### src/rtl/wqc_pkg.sv
`timescale 1ns/1ps
package wqc_pkg;

  // Difference of Gray indices (modulo 4) maps directly onto the move kind
  typedef enum logic [1:0] {
    MOV_NONE = 2'd0,
    MOV_UP   = 2'd1,
    MOV_ILL  = 2'd2,
    MOV_DOWN = 2'd3
  } move_t;

  // {a,b}: 00->0, 01->1, 11->2, 10->3
  function automatic logic [1:0] phase_index(input logic [1:0] ab);
    return {ab[1], ab[1] ^ ab[0]};
  endfunction

endpackage

### src/rtl/wqc_sync.sv
`timescale 1ns/1ps
module wqc_sync #(
  parameter int STAGES = 2,
  parameter int WIDTH  = 2
) (
  input  logic             clk,
  input  logic [WIDTH-1:0] d,
  output logic [WIDTH-1:0] q
);

  logic [WIDTH-1:0] chain [STAGES];

  always_ff @(posedge clk) chain[0] <= d;

  for (genvar s = 1; s < STAGES; s++) begin : g_stage
    always_ff @(posedge clk) chain[s] <= chain[s-1];
  end

  assign q = chain[STAGES-1];

endmodule

### src/rtl/wqc_step_decode.sv
`timescale 1ns/1ps
module wqc_step_decode
  import wqc_pkg::*;
(
  input  logic       clk,
  input  logic       rst,
  input  logic [1:0] ab_now,
  output logic       step_up,
  output logic       step_dn,
  output logic       step_bad
);

  logic [1:0] ab_ref;
  move_t      mv;

  // During reset the reference follows the pins, so release never counts
  always_ff @(posedge clk) ab_ref <= ab_now;

  always_comb begin
    mv = move_t'(phase_index(ab_now) - phase_index(ab_ref));
    if (rst) mv = MOV_NONE;
  end

  assign step_up  = (mv == MOV_UP);
  assign step_dn  = (mv == MOV_DOWN);
  assign step_bad = (mv == MOV_ILL);

  AST_BAD_BOTH_BITS: assert property (@(posedge clk) disable iff (rst)
    step_bad |-> (ab_now[1] != ab_ref[1]) && (ab_now[0] != ab_ref[0]))
    else $error("AST_BAD_BOTH_BITS");

endmodule

### src/rtl/wqc_rate_guard.sv
`timescale 1ns/1ps
module wqc_rate_guard #(
  parameter int WIN_CYCLES = 250000,
  parameter int MAX_STEPS  = 100
) (
  input  logic clk,
  input  logic rst,
  input  logic step_up,
  input  logic step_dn,
  output logic overspeed
);

  localparam int WCNT_W = (WIN_CYCLES > 2) ? $clog2(WIN_CYCLES) : 1;
  localparam int ACC_W  = $clog2(WIN_CYCLES + 1) + 1;
  localparam logic [WCNT_W-1:0] WIN_LAST = WCNT_W'(WIN_CYCLES - 1);
  localparam logic [ACC_W-1:0]  LIMIT    = ACC_W'(MAX_STEPS);

  logic [WCNT_W-1:0] win_q;
  logic [ACC_W-1:0]  acc_q, acc_nxt, mag;

  always_comb begin
    acc_nxt = acc_q;
    if (step_up)      acc_nxt = acc_q + ACC_W'(1);
    else if (step_dn) acc_nxt = acc_q - ACC_W'(1);
    mag = acc_nxt[ACC_W-1] ? (~acc_nxt + ACC_W'(1)) : acc_nxt;
  end

  always_ff @(posedge clk) begin
    if (rst) begin
      win_q     <= '0;
      acc_q     <= '0;
      overspeed <= 1'b0;
    end else begin
      if (win_q == WIN_LAST) begin
        win_q <= '0;
        acc_q <= '0;
      end else begin
        win_q <= win_q + WCNT_W'(1);
        acc_q <= acc_nxt;
      end
      if (mag > LIMIT) overspeed <= 1'b1;
    end
  end

  AST_OVS_STICKY: assert property (@(posedge clk) disable iff (rst)
    overspeed |=> overspeed)
    else $error("AST_OVS_STICKY");

endmodule

### src/rtl/wheel_quad_counter.sv
`timescale 1ns/1ps
module wheel_quad_counter #(
  parameter int POS_W       = 32,
  parameter int SYNC_STAGES = 2,
  parameter int WIN_CYCLES  = 250000,
  parameter int MAX_STEPS   = 100
) (
  input  logic             clk,
  input  logic             rst,
  input  logic             enc_a,
  input  logic             enc_b,
  output logic [POS_W-1:0] position,
  output logic             dir_up,
  output logic             err_illegal,
  output logic             err_overspeed
);

  logic [1:0] ab_sync;
  logic       step_up, step_dn, step_bad;
  logic [POS_W-1:0] pos_q;
  logic       dir_q, ill_q;

  wqc_sync #(.STAGES(SYNC_STAGES), .WIDTH(2)) u_sync (
    .clk (clk),
    .d   ({enc_a, enc_b}),
    .q   (ab_sync)
  );

  wqc_step_decode u_dec (
    .clk      (clk),
    .rst      (rst),
    .ab_now   (ab_sync),
    .step_up  (step_up),
    .step_dn  (step_dn),
    .step_bad (step_bad)
  );

  wqc_rate_guard #(.WIN_CYCLES(WIN_CYCLES), .MAX_STEPS(MAX_STEPS)) u_rate (
    .clk       (clk),
    .rst       (rst),
    .step_up   (step_up),
    .step_dn   (step_dn),
    .overspeed (err_overspeed)
  );

  always_ff @(posedge clk) begin
    if (rst) begin
      pos_q <= '0;
      dir_q <= 1'b1;
      ill_q <= 1'b0;
    end else begin
      if (step_up) begin
        pos_q <= pos_q + POS_W'(1);
        dir_q <= 1'b1;
      end else if (step_dn) begin
        pos_q <= pos_q - POS_W'(1);
        dir_q <= 1'b0;
      end
      if (step_bad) ill_q <= 1'b1;
    end
  end

  assign position    = pos_q;
  assign dir_up      = dir_q;
  assign err_illegal = ill_q;

  AST_UNIT_STEP: assert property (@(posedge clk) disable iff (rst)
    (position == $past(position)) || (position == $past(position) + POS_W'(1)) ||
    (position == $past(position) - POS_W'(1)))
    else $error("AST_UNIT_STEP");

  AST_BAD_NO_COUNT: assert property (@(posedge clk) disable iff (rst)
    step_bad |=> position == $past(position))
    else $error("AST_BAD_NO_COUNT");

  AST_ILL_STICKY: assert property (@(posedge clk) disable iff (rst)
    err_illegal |=> err_illegal)
    else $error("AST_ILL_STICKY");

  AST_DIR_DOWN: assert property (@(posedge clk) disable iff (rst)
    step_dn |=> !dir_up)
    else $error("AST_DIR_DOWN");

endmodule

### config.mk
export PLATFORM = sky130hd
export DESIGN_NAME = wheel_quad_counter
export DESIGN_NICKNAME = d
export VERILOG_FILES = /design/src/rtl/wqc_pkg.sv /design/src/rtl/wqc_sync.sv /design/src/rtl/wqc_step_decode.sv /design/src/rtl/wqc_rate_guard.sv /design/src/rtl/wheel_quad_counter.sv
export SDC_FILE = /design/constraint.sdc
export NUM_CORES = 1
export LEC_CHECK = 0
export CAP_MARGIN = 25
export CORE_MARGIN = 10
export CORE_UTILIZATION = 50
export DETAILED_ROUTE_END_ITERATION = 10
export PLACE_DENSITY = 0.71
export RECOVER_POWER = 50
export SYNTH_ARGS = -nofsm -noshare
export SYNTH_HDL_FRONTEND = slang
export SYNTH_SLANG_ARGS = --single-unit
### constraint.sdc
create_clock -name clk -period 10.9 [get_ports clk]
set_input_delay 2.725 -clock clk [delete_from_list [all_inputs] [get_ports clk]]
set_output_delay 2.725 -clock clk [all_outputs]
set_load 0.1 [all_outputs]
=== Word level (Yosys, flattened, before mapping) ===
Memories as Yosys holds them, arrays and structs flattened.
Cells that the tools add are included.

* Add/sub/neg operators: 7
* Multiply operators: 0
* Divide/modulo/power cells: 0
* $lt $le $gt $ge: 1
* Eq/ne operators: 4
* Shift-type cells: 0
* Muxes and demuxes: 6
* Bitwise operators: 3
* Reduce and logical (&&, ||, !) cells: 3

{| class="wikitable"
|+ Operators with widths
! cell !! number
|-
| $mux 32 || 2
|-
| $mux 19 || 3
|-
| $add 19x1->19 const B || 2
|-
| $add 32x1->32 const B || 1
|-
| $sub 32x1->32 const B || 1
|-
| $gt 19x7->1 const B || 1
|-
| $not 19->19 || 1
|-
| $sub 19x1->19 const B || 1
|-
| $add 18x1->18 const B || 1
|-
| $eq 18x18->1 const B || 1
|-
| $eq 2x2->1 const B || 2
|-
| $reduce_or 2->1 || 2
|-
| $eq 2x1->1 const B || 1
|-
| $mux 2 || 1
|-
| $reduce_bool 2->1 || 1
|-
| $sub 2x2->2 || 1
|-
| $xor 1x1->1 || 2
|}

* Flip-flop bits (word level): 74
* Latch bits: 0
* Bits in writable memories: 4
* Bits in read-only memories: 0
* Output and inout port bits: 35
* Logic and storage cells: 32
* Memories: 1

{| class="wikitable"
|+ Memories
! name !! depth !! width !! read ports !! clocked after memory_dff !! write ports !! RTL line !! text
|-
| u_sync.chain || 2 || 2 || 2 || 0 || 2 || wqc_sync.sv:11 || <nowiki>logic [WIDTH-1:0] chain [STAGES];</nowiki>
|}

=== Logic depth before layout (Yosys ltp) ===
Gate-level depths: netlist of the first run.

* Depth after elaboration: 10
* Mapped depth: 18
* Depth with buffers taken out: 15

=== By module ===
A second synthesis of the first run with hierarchy kept.

* Cells, all modules: 663
* Area total of the unflattened synthesis: 5270.1 um^2

{| class="wikitable"
|+ Modules (own cells, without submodules)
! module !! times used !! cells each !! area an instance (um^2) !! sequential area each (um^2)
|-
| wheel_quad_counter || 1 || 385 || 2942.8 || 680.7
|-
| wqc_rate_guard || 1 || 263 || 2113.3 || 760.7
|-
| wqc_step_decode || 1 || 9 || 118.9 || 40.0
|-
| wqc_sync || 1 || 6 || 95.1 || 80.1
|}

=== Worst setup path before layout of the first run ===
OpenSTA, ideal clock, no wires.

* Path kind: input to register
* Start point: in rst
* End point: reg pos_q[30], in the netlist position[30]
* Arrival time: 6043 ps
* Required time: 10794 ps
* Setup slack: 4751 ps
* Stages: 13
* Path buffers: 1
* Cells stage by stage: or2_1 -> clkbuf_1 -> nor2_2 -> inv_2 -> fa_1 -> a211o_1 -> a211oi_1 -> a2bb2oi_1 -> a21oi_1 -> a221o_1 -> a21o_1 -> a41o_1 -> o311ai_0

* Word-level cells in the longest chain between the ends: 3
* Elaborated cells between the ends (all ways): 5

{| class="wikitable"
|+ Ends and longest elaborated chain
! item !! RTL line !! text
|-
| start, declared || wheel_quad_counter.sv:9 || <nowiki>input logic rst,</nowiki>
|-
| $mux 2 || wqc_step_decode.sv:21 || <nowiki>if (rst) mv = MOV_NONE;</nowiki>
|-
| $eq 2x1->1 or $eq 2x2->1 (tied branches) || wqc_step_decode.sv:24, wqc_step_decode.sv:25 ||
|-
| $mux 32 or $reduce_bool 2->1 (tied branches) || n/a ||
|-
| end signal, assigned || wheel_quad_counter.sv:53 || <nowiki>pos_q <= pos_q + POS_W'(1);</nowiki>
|-
| end signal, assigned || wheel_quad_counter.sv:56 || <nowiki>pos_q <= pos_q - POS_W'(1);</nowiki>
|-
| end, declared || wheel_quad_counter.sv:20 || <nowiki>logic [POS_W-1:0] pos_q;</nowiki>
|}

Parallel ways exist; a longest one is shown, timed or not.
A chain may end at the register's enable or synchronous reset.

=== Worst setup path after layout of the first run ===
Ends and elaborated chain as after synthesis.

==> key figures, run 1 <==
Die
  – Core Region: 9860 um2
  – Die W: about 120 um
  – Chip Height: 121 um
  – Die area: between 10,000 and 15,000 um2
  – I/O Pins: 39
  – Starting density of the core: between 50 and 60%
  – Core Rows: 36

Clock tree
  – CTS tree: built
  – CTS Sinks: 78
  – CTS Buf Count: 9
  – Skew-Pair Late Insertion Delay: around 0.36 ns
  – Clk slew on worst S/H paths: approximately 0.08 ns
  – Root Driver: clkbuf_8
  – Hold-fix buffer count after cts: 0
  – Clock Tree Buf Depth: 2
  – CTS H-tree depth: 3
  – Post-CTS setup repair buffer count: 0
  – Post-cts sizing count: 0

Worst setup path
  – Crit path cell chain: dlygate4sd3_1 -> clkbuf_1 -> or2_1 -> nor2_2 -> inv_2 -> ha_1 -> a211o_1 -> a211oi_1 -> a2bb2oi_1 -> a21oi_1 -> a221o_1 -> a21o_1 -> a41o_1 -> o311ai_0
  – R2R Path Start: u_dec.ab_ref[1]
  – Worst path depth: 14
  – Launching element type of the critical path: input pin
  – FF-to-FF setup slack: around 5.4 ns
  – Critical path's top delay family: buffers and inverters
  – Worst EP required: 11.16 ns
  – Crit Reg-Reg Endpoint: position[30]
  – R2R cell count: 15
  – Max stage delay on crit path: about 1.4 ns
  – Worst setup EP type: register
  – Critical path data arrival time: 8.71 ns
  – Slowest-stage cell, CP: clkbuf_1
  – Critical path class: in2reg
  – Buf/Inv on CP: 3
  – Crit path max fanout: just over 40

Cells and area
  – Area growth from synthesis to layout: 12.9%
  – Layout cells sized above 1: between 5 and 6%
  – Number of inserted diodes: 0
  – Layout fillers: ~900
  – Final Util: approximately 58%
  – Final nets: just under 700

Run
  – Max cap viols: 1

Synthesis
  – Synthesized area: roughly 5000 um2
  – Netlist cell types: 73
  – Register area share after synthesis: about 31%
  – Avg Synthesized Cell Area: 8.30 um2
  – Syn_nets: between 600 and 700
  – Number of synthesized flops with an enable pin: 0
  – Mapped Cells: 614
  – Top FF cell, synth: dfxtp_1
  – Yosys warning count: 0
  – Asr flop ratio synth: 0%
  – #FFs+latches synth: between 70 and 80

Placement
  – Hpwl dp: 8.10 mm
  – Port bufs: 38
  – Final weighted congestion in routability-driven placement: 0.949
  – Post-place setup slack: between 3 and 4 ns

Timing
  – Hold WS: around 0.33 ns
  – Period utilization: 77.6%
  – Tmin final: between 8 and 9 ns
  – Total negative slack: 0 ns
  – Skew final: 0.00670 ns
  – Fmax: 118 MHz
  – Slew @ Worst Pin: 1.92 ns
  – Final setup fails: 0
  – Unrepaired setup endpoints after global routing: false
  – Final WS setup: 2.44 ns
  – Slew Limit Fails: 42
  – Final hold vios: 0
  – Slew margin rel.: -28.1%

Route
  – Detailed Route WL: ~11 mm
  – DR vias: between 4,000 and 5,000
  – Drc violations: 0
  – Post-DRT Antenna Nets: 0
  – Pre-antenna DRT Iters: 4
  – Number of vias per cell: 5.70
  – Iteration-0 DRC count of the detailed router: 270
  – WL/cell: between 10 and 15 um

Global route
  – Largest net degree at the start of global routing: 64
  – Vias in the first global route: approximately 4,200
  – GRT Residual Overflow: 0
  – GRT Resource Usage Total: about 15%
  – Initial antenna violation count: 0
  – First-pass GRT wire length: slightly below 20 mm

Hold path
  – Worst min-delay path class: reg2reg
  – Hold wc startpoint: u_sync.chain[0][0]
  – Hold Crit Depth: 0
  – Worst hold endpoint: u_sync.chain[0][2]

Run status
  – Status: complete, but fails checks
  – Failing checks: max-capacitance violations, max-slew violations
==> worst max-delay path by stage <==
| stage | slack [ns] | end | from |
|---|---|---|---|
| finish | 2.44 | position[30] | rst |
| global route | 1.97 | position[25] | rst |
| CTS | 3.58 | position[30] | rst |
| detailed placement | 3.20 | position[31] | rst |
| global placement | 3.30 | position[31] | rst |
| floorplan | 4.75 | position[30] | rst |
==> final cells by class <==
class	instances	area [um2]	area share (%)
clock buffer	9	124	2.15
clock inverter	7	73.8	1.28
inverter	11	41.3	0.717
multi-input combinational	500	3390	59.0
sequential	78	1560	27.1
tap	133	166	2.89
timing repair buffer	41	395	6.87
==> sequential cells by signal, summed over array words and instances, names as in the netlist <==
name              cells
u_rate.win_q         18
u_rate.acc_q         19
u_sync.chain          4
position             32
err_illegal           1
dir_up                1
u_rate.overspeed      1
u_dec.ab_ref          2
==> kinds of logic after synthesis <==
logic type | synth area share, %
XOR/XNOR | 10.0
AO/OA/AOI/OAI | 19.8
multiplexers | 2.77
buffers and inverters | 2.87
AND/OR/NAND/NOR | 25.2
adder cells (fa/ha/maj) | 8.74
flip-flops | 30.6
==> synthesized netlist by cell type (3+ instances only) <==
library cell  number  share of area [%]
a211o_1            3               0.52
a211oi_1           7                1.0
a21o_1            21                3.1
a21oi_1           45                4.4
a31o_2             3               0.52
a31oi_1            8               0.98
and2_1             4               0.49
and3_1            17                2.1
and4_1             7                1.2
buf_1              3               0.22
buf_2              3               0.29
clkbuf_1          18                1.3
dfxtp_1           78                 31
ha_1              34                8.3
inv_1             10               0.74
mux2i_1           13                2.6
nand2_1           29                2.1
nand2b_1           7               0.86
nand3_1           29                2.8
nand4_1           11                1.3
nor2_1            89                6.6
nor2b_1            9                1.1
nor3_1            13                1.3
nor3b_1            3               0.44
nor4_1             4               0.49
o21a_1             6               0.88
o21ai_0           20                2.0
or3_1              7               0.86
or4_1              7                1.0
xnor2_1           27                4.6
xor2_1            26                4.5
==> metrics by stage <==
| step | instances | cell area (um2) |
|---|---|---|
| global placement | 763 | 5570 |
| global route | 779 | 5760 |
| floorplan | 614 | 5100 |
| finish | 779 | 5760 |
| CTS | 779 | 5770 |
| detailed placement | 763 | 5570 |
==> layer usage <==
metal / GRT usage [%] / routed length, um / vias up
met4: 6.03 / 203 / 0
met1: 19.3 / 5320 / 2043
met3: 3.26 / 472 / 20
met5: 0 / 0 / -
li1: - / - / 2305
met2: 25.3 / 5110 / 74
==> worst reg2reg max path, cell delays in order, from the launching register on <==
cell	delay [ns]
dfxtp_1	0.37
xor2_1	0.16
ha_2	0.32
buf_4	0.51
or2_1	0.47
nor2_2	0.16
inv_2	0.61
ha_1	0.43
a211o_1	0.35
a211oi_1	0.33
a2bb2oi_1	0.28
a21oi_1	0.16
a221o_1	0.39
a21o_1	0.26
a41o_1	0.27
o311ai_0	0.32
==> cell usage in the layout (no fill, tap or decap), types with 6 or more instances in the layout <==
| cell | netlist | routed |
|---|---|---|
| a21o_1 | 21 | 21 |
| dlygate4sd3_1 | 0 | 27 |
| a211oi_1 | 7 | 7 |
| nand2_1 | 29 | 29 |
| xnor2_1 | 27 | 27 |
| o21ai_0 | 20 | 21 |
| and3_1 | 17 | 17 |
| a21oi_1 | 45 | 45 |
| nand3_1 | 29 | 29 |
| xor2_1 | 26 | 26 |
| inv_1 | 10 | 10 |
| dfxtp_1 | 78 | 78 |
| ha_1 | 34 | 33 |
| clkbuf_8 | 0 | 9 |
| o21a_1 | 6 | 6 |
| mux2i_1 | 13 | 13 |
| or3_1 | 7 | 7 |
| or4_1 | 7 | 7 |
| clkdlybuf4s50_1 | 0 | 11 |
| nor2_1 | 89 | 89 |
| nor3_1 | 13 | 13 |
| a31oi_1 | 8 | 8 |
| and4_1 | 7 | 7 |
| nor2b_1 | 9 | 9 |
| nand4_1 | 11 | 11 |
| nand2b_1 | 7 | 7 |
Power of run 1 is left out: the tool's default activity adds up to more than one toggle a clock period on the data nets, which glitch-free logic cannot reach.
==> inputs of run 2 (changes only) <==
==> constraint.sdc (replaced) <==
create_clock -name clk -period 8.4 [get_ports clk]
set_input_delay 2.1 -clock clk [delete_from_list [all_inputs] [get_ports clk]]
set_output_delay 2.1 -clock clk [all_outputs]
set_load 0.1 [all_outputs]
==> run 2 against run 1 <==
  * The run still ends with max-capacitance violations, max-slew violations left
  * Non-clock buffer count is 1 higher
  * Worst setup slack worse by 0.60 ns
  * Sequential share of layout area is 0.077 points higher
  * Utilization shrank 0.16 points
  * Clock-buffer cell count unchanged
  * Critical path type unchanged
  * Largest cell class unchanged
  * Critical endpoint is now u_rate.overspeed
  * Global-route usage increased by 0.82 points
  * Sequential cell count unchanged
  * Via count grew 1.4%
  * Cell count is 0.13% higher
  * Cell area shrank 0.28%
  * Register-to-register slack got worse by 2.4 ns
==> key figures, run 2 (synthesis results as in run 1) <==
Run status
  – Status: complete, but fails checks
  – Failing checks: max-capacitance violations, max-slew violations

Timing
  – Final hold vios: 0
  – Period utilization: a little under 80%
  – Tmin final: around 6.6 ns
  – Slew @ Worst Pin: between 1.5 and 2 ns
  – Skew final: 0.0136 ns
  – Slew margin rel.: -30.6%
  – Slew Limit Fails: 41
  – Total negative slack: 0 ns
  – Final setup fails: 0
  – Final WS setup: approximately 1.8 ns
  – Fmax: ~150 MHz
  – Unrepaired setup endpoints after global routing: false

Worst setup path
  – CP startpoint: rst
  – Max stage delay on crit path: ~1.4 ns
  – R2R Path Start: u_dec.ab_ref[1]
  – Critical path class: in2reg
  – Most frequent CP cell: or4_1
  – Critical path data arrival time: between 6 and 7 ns
  – Slowest-stage cell, CP: clkbuf_1
  – Critical path's top delay family: buffers and inverters
  – Crit path max fanout: 40
  – Crit path cell chain: dlygate4sd3_1 -> clkbuf_1 -> inv_1 -> nand2_1 -> mux2i_1 -> xor2_1 -> or4_1 -> or4_1 -> a221oi_2 -> a41oi_1
  – Launching element type of the critical path: input pin
  – Worst setup EP type: register
  – Worst EP required: around 8.6 ns
  – Buf/Inv on CP: 3

Die
  – Starting density of the core: 51.7%
  – Die area: roughly 15,000 um2
  – Die W: roughly 120 um
  – Chip Height: 121 um
  – Core Region: 9860 um2
  – I/O Pins: 39
  – Core Rows: 36

Global route
  – GRT Residual Overflow: 0
  – First-pass GRT wire length: around 20 mm
  – Vias in the first global route: roughly 4,300
  – Initial antenna violation count: 0
  – GRT Resource Usage Total: around 16%
  – Largest net degree at the start of global routing: 64

Cells and area
  – Area growth from synthesis to layout: 12.6%
  – Layout fillers: 873
  – Final Util: roughly three fifths
  – Final nets: 681
  – Number of inserted diodes: 0
  – Max FFs per register: 32
  – Area of the multi-input gates: 3390 um2
  – Commonest non-fill, non-tap cell in the layout: nor2_1
  – Commonest cells after routing, fill and taps aside: 90 x nor2_1, 78 x dfxtp_1, 45 x a21oi_1
  – Layout cells sized above 1: 5.56%
  – Sequential Area: roughly 1600 um2

Run
  – Max cap viols: 1

Placement
  – Hpwl dp: 8.51 mm
  – Post-place setup slack: a little under 2 ns
  – Final weighted congestion in routability-driven placement: about 0.91
  – Port bufs: 38

Clock tree
  – Post-cts sizing count: 0
  – CTS Buf Count: 9
  – Skew-Pair Late Insertion Delay: 0.37 ns
  – Post-CTS setup repair buffer count: 0
  – Hold-fix buffer count after cts: 0
  – Clock Tree Buf Depth: 2
  – Clk slew on worst S/H paths: around 0.09 ns
  – CTS H-tree depth: 3
  – CTS Sinks: 78
  – CTS tree: built
  – Root Driver: clkbuf_8

Route
  – DR vias: between 4,000 and 5,000
  – Iteration-0 DRC count of the detailed router: between 300 and 400
  – Drc violations: 0
  – Detailed Route WL: 11.8 mm
  – WL/cell: about 15 um
  – Post-DRT Antenna Nets: 0
  – Pre-antenna DRT Iters: 4
  – Number of vias per cell: about 5.8

Hold path
  – Hold wc startpoint: u_sync.chain[0][1]
  – Worst min-delay path class: reg2reg
## run 2: cell types whose count changed in the layout (fill, tap and decap cells not counted), sizes merged
cell	previous run	this run
clkinvlp	4	1
bufinv	1	0
buf	1	2
inv	12	15
dlygate4sd3	27	26
clkdlybuf4s50	11	12
clkinv	1	2
## run 2: path summary, 6_finish.rpt
| check | cells past startpoint | end | slack [ns] |
|---|---|---|---|
| worst max-delay path | 10 | u_rate.overspeed | 1.84 |
| worst min-delay path | 0 | u_sync.chain[0][3] | 0.33 |
| worst max register to register | 16 | position[31] | 3.05 |
| worst min register to register | 0 | u_sync.chain[0][3] | 0.33 |
## run 2: through the flow
stage / cell area [um2] / hold slack, ns / std cells
2_1_floorplan: 5100 / 0.310 / 614
3_3_place_gp: 5580 / 0.310 / 764
3_5_place_dp: 5580 / 0.312 / 764
4_1_cts: 5750 / 0.335 / 780
5_1_grt: 5740 / 0.351 / 780
6_report: 5740 / 0.331 / 780
## run 2: metal layers
metal  part of all wire (%)  GRT usage [%]  wire length (um)  vias up
li1                       -              -                 -     2318
met1                     47           19.9              5510     2090
met2                     48           27.8              5630       75
met3                    3.8           3.30               447       19
met4                    1.5           5.28               182        0
met5                      0              0                 0        -
## run 2: worst reg2reg max path, cell delays in order, from the launching register on
cell and delay (ns):
dfxtp_1 0.36, xor2_1 0.16, ha_2 0.32, buf_4 0.53
or2_1 0.53, nor2_1 0.26, inv_2 0.25, buf_4 0.39
ha_1 0.35, a21oi_1 0.21, a31oi_1 0.19, a31oi_1 0.49
o2111ai_1 0.22, and2_1 0.23, a21o_1 0.19, a211oi_1 0.23
mux2_2 0.36
## run 2: area by class of cell
cell class,count,area share [%]
multi-input cells,500,59.1
flip-flops and latches,78,27.2
repair buffers,42,7.02
well taps,133,2.90
clock buffers,9,2.16
clock inverters,7,0.916
inverters,11,0.719
Power of run 2 is left out for the same reason.
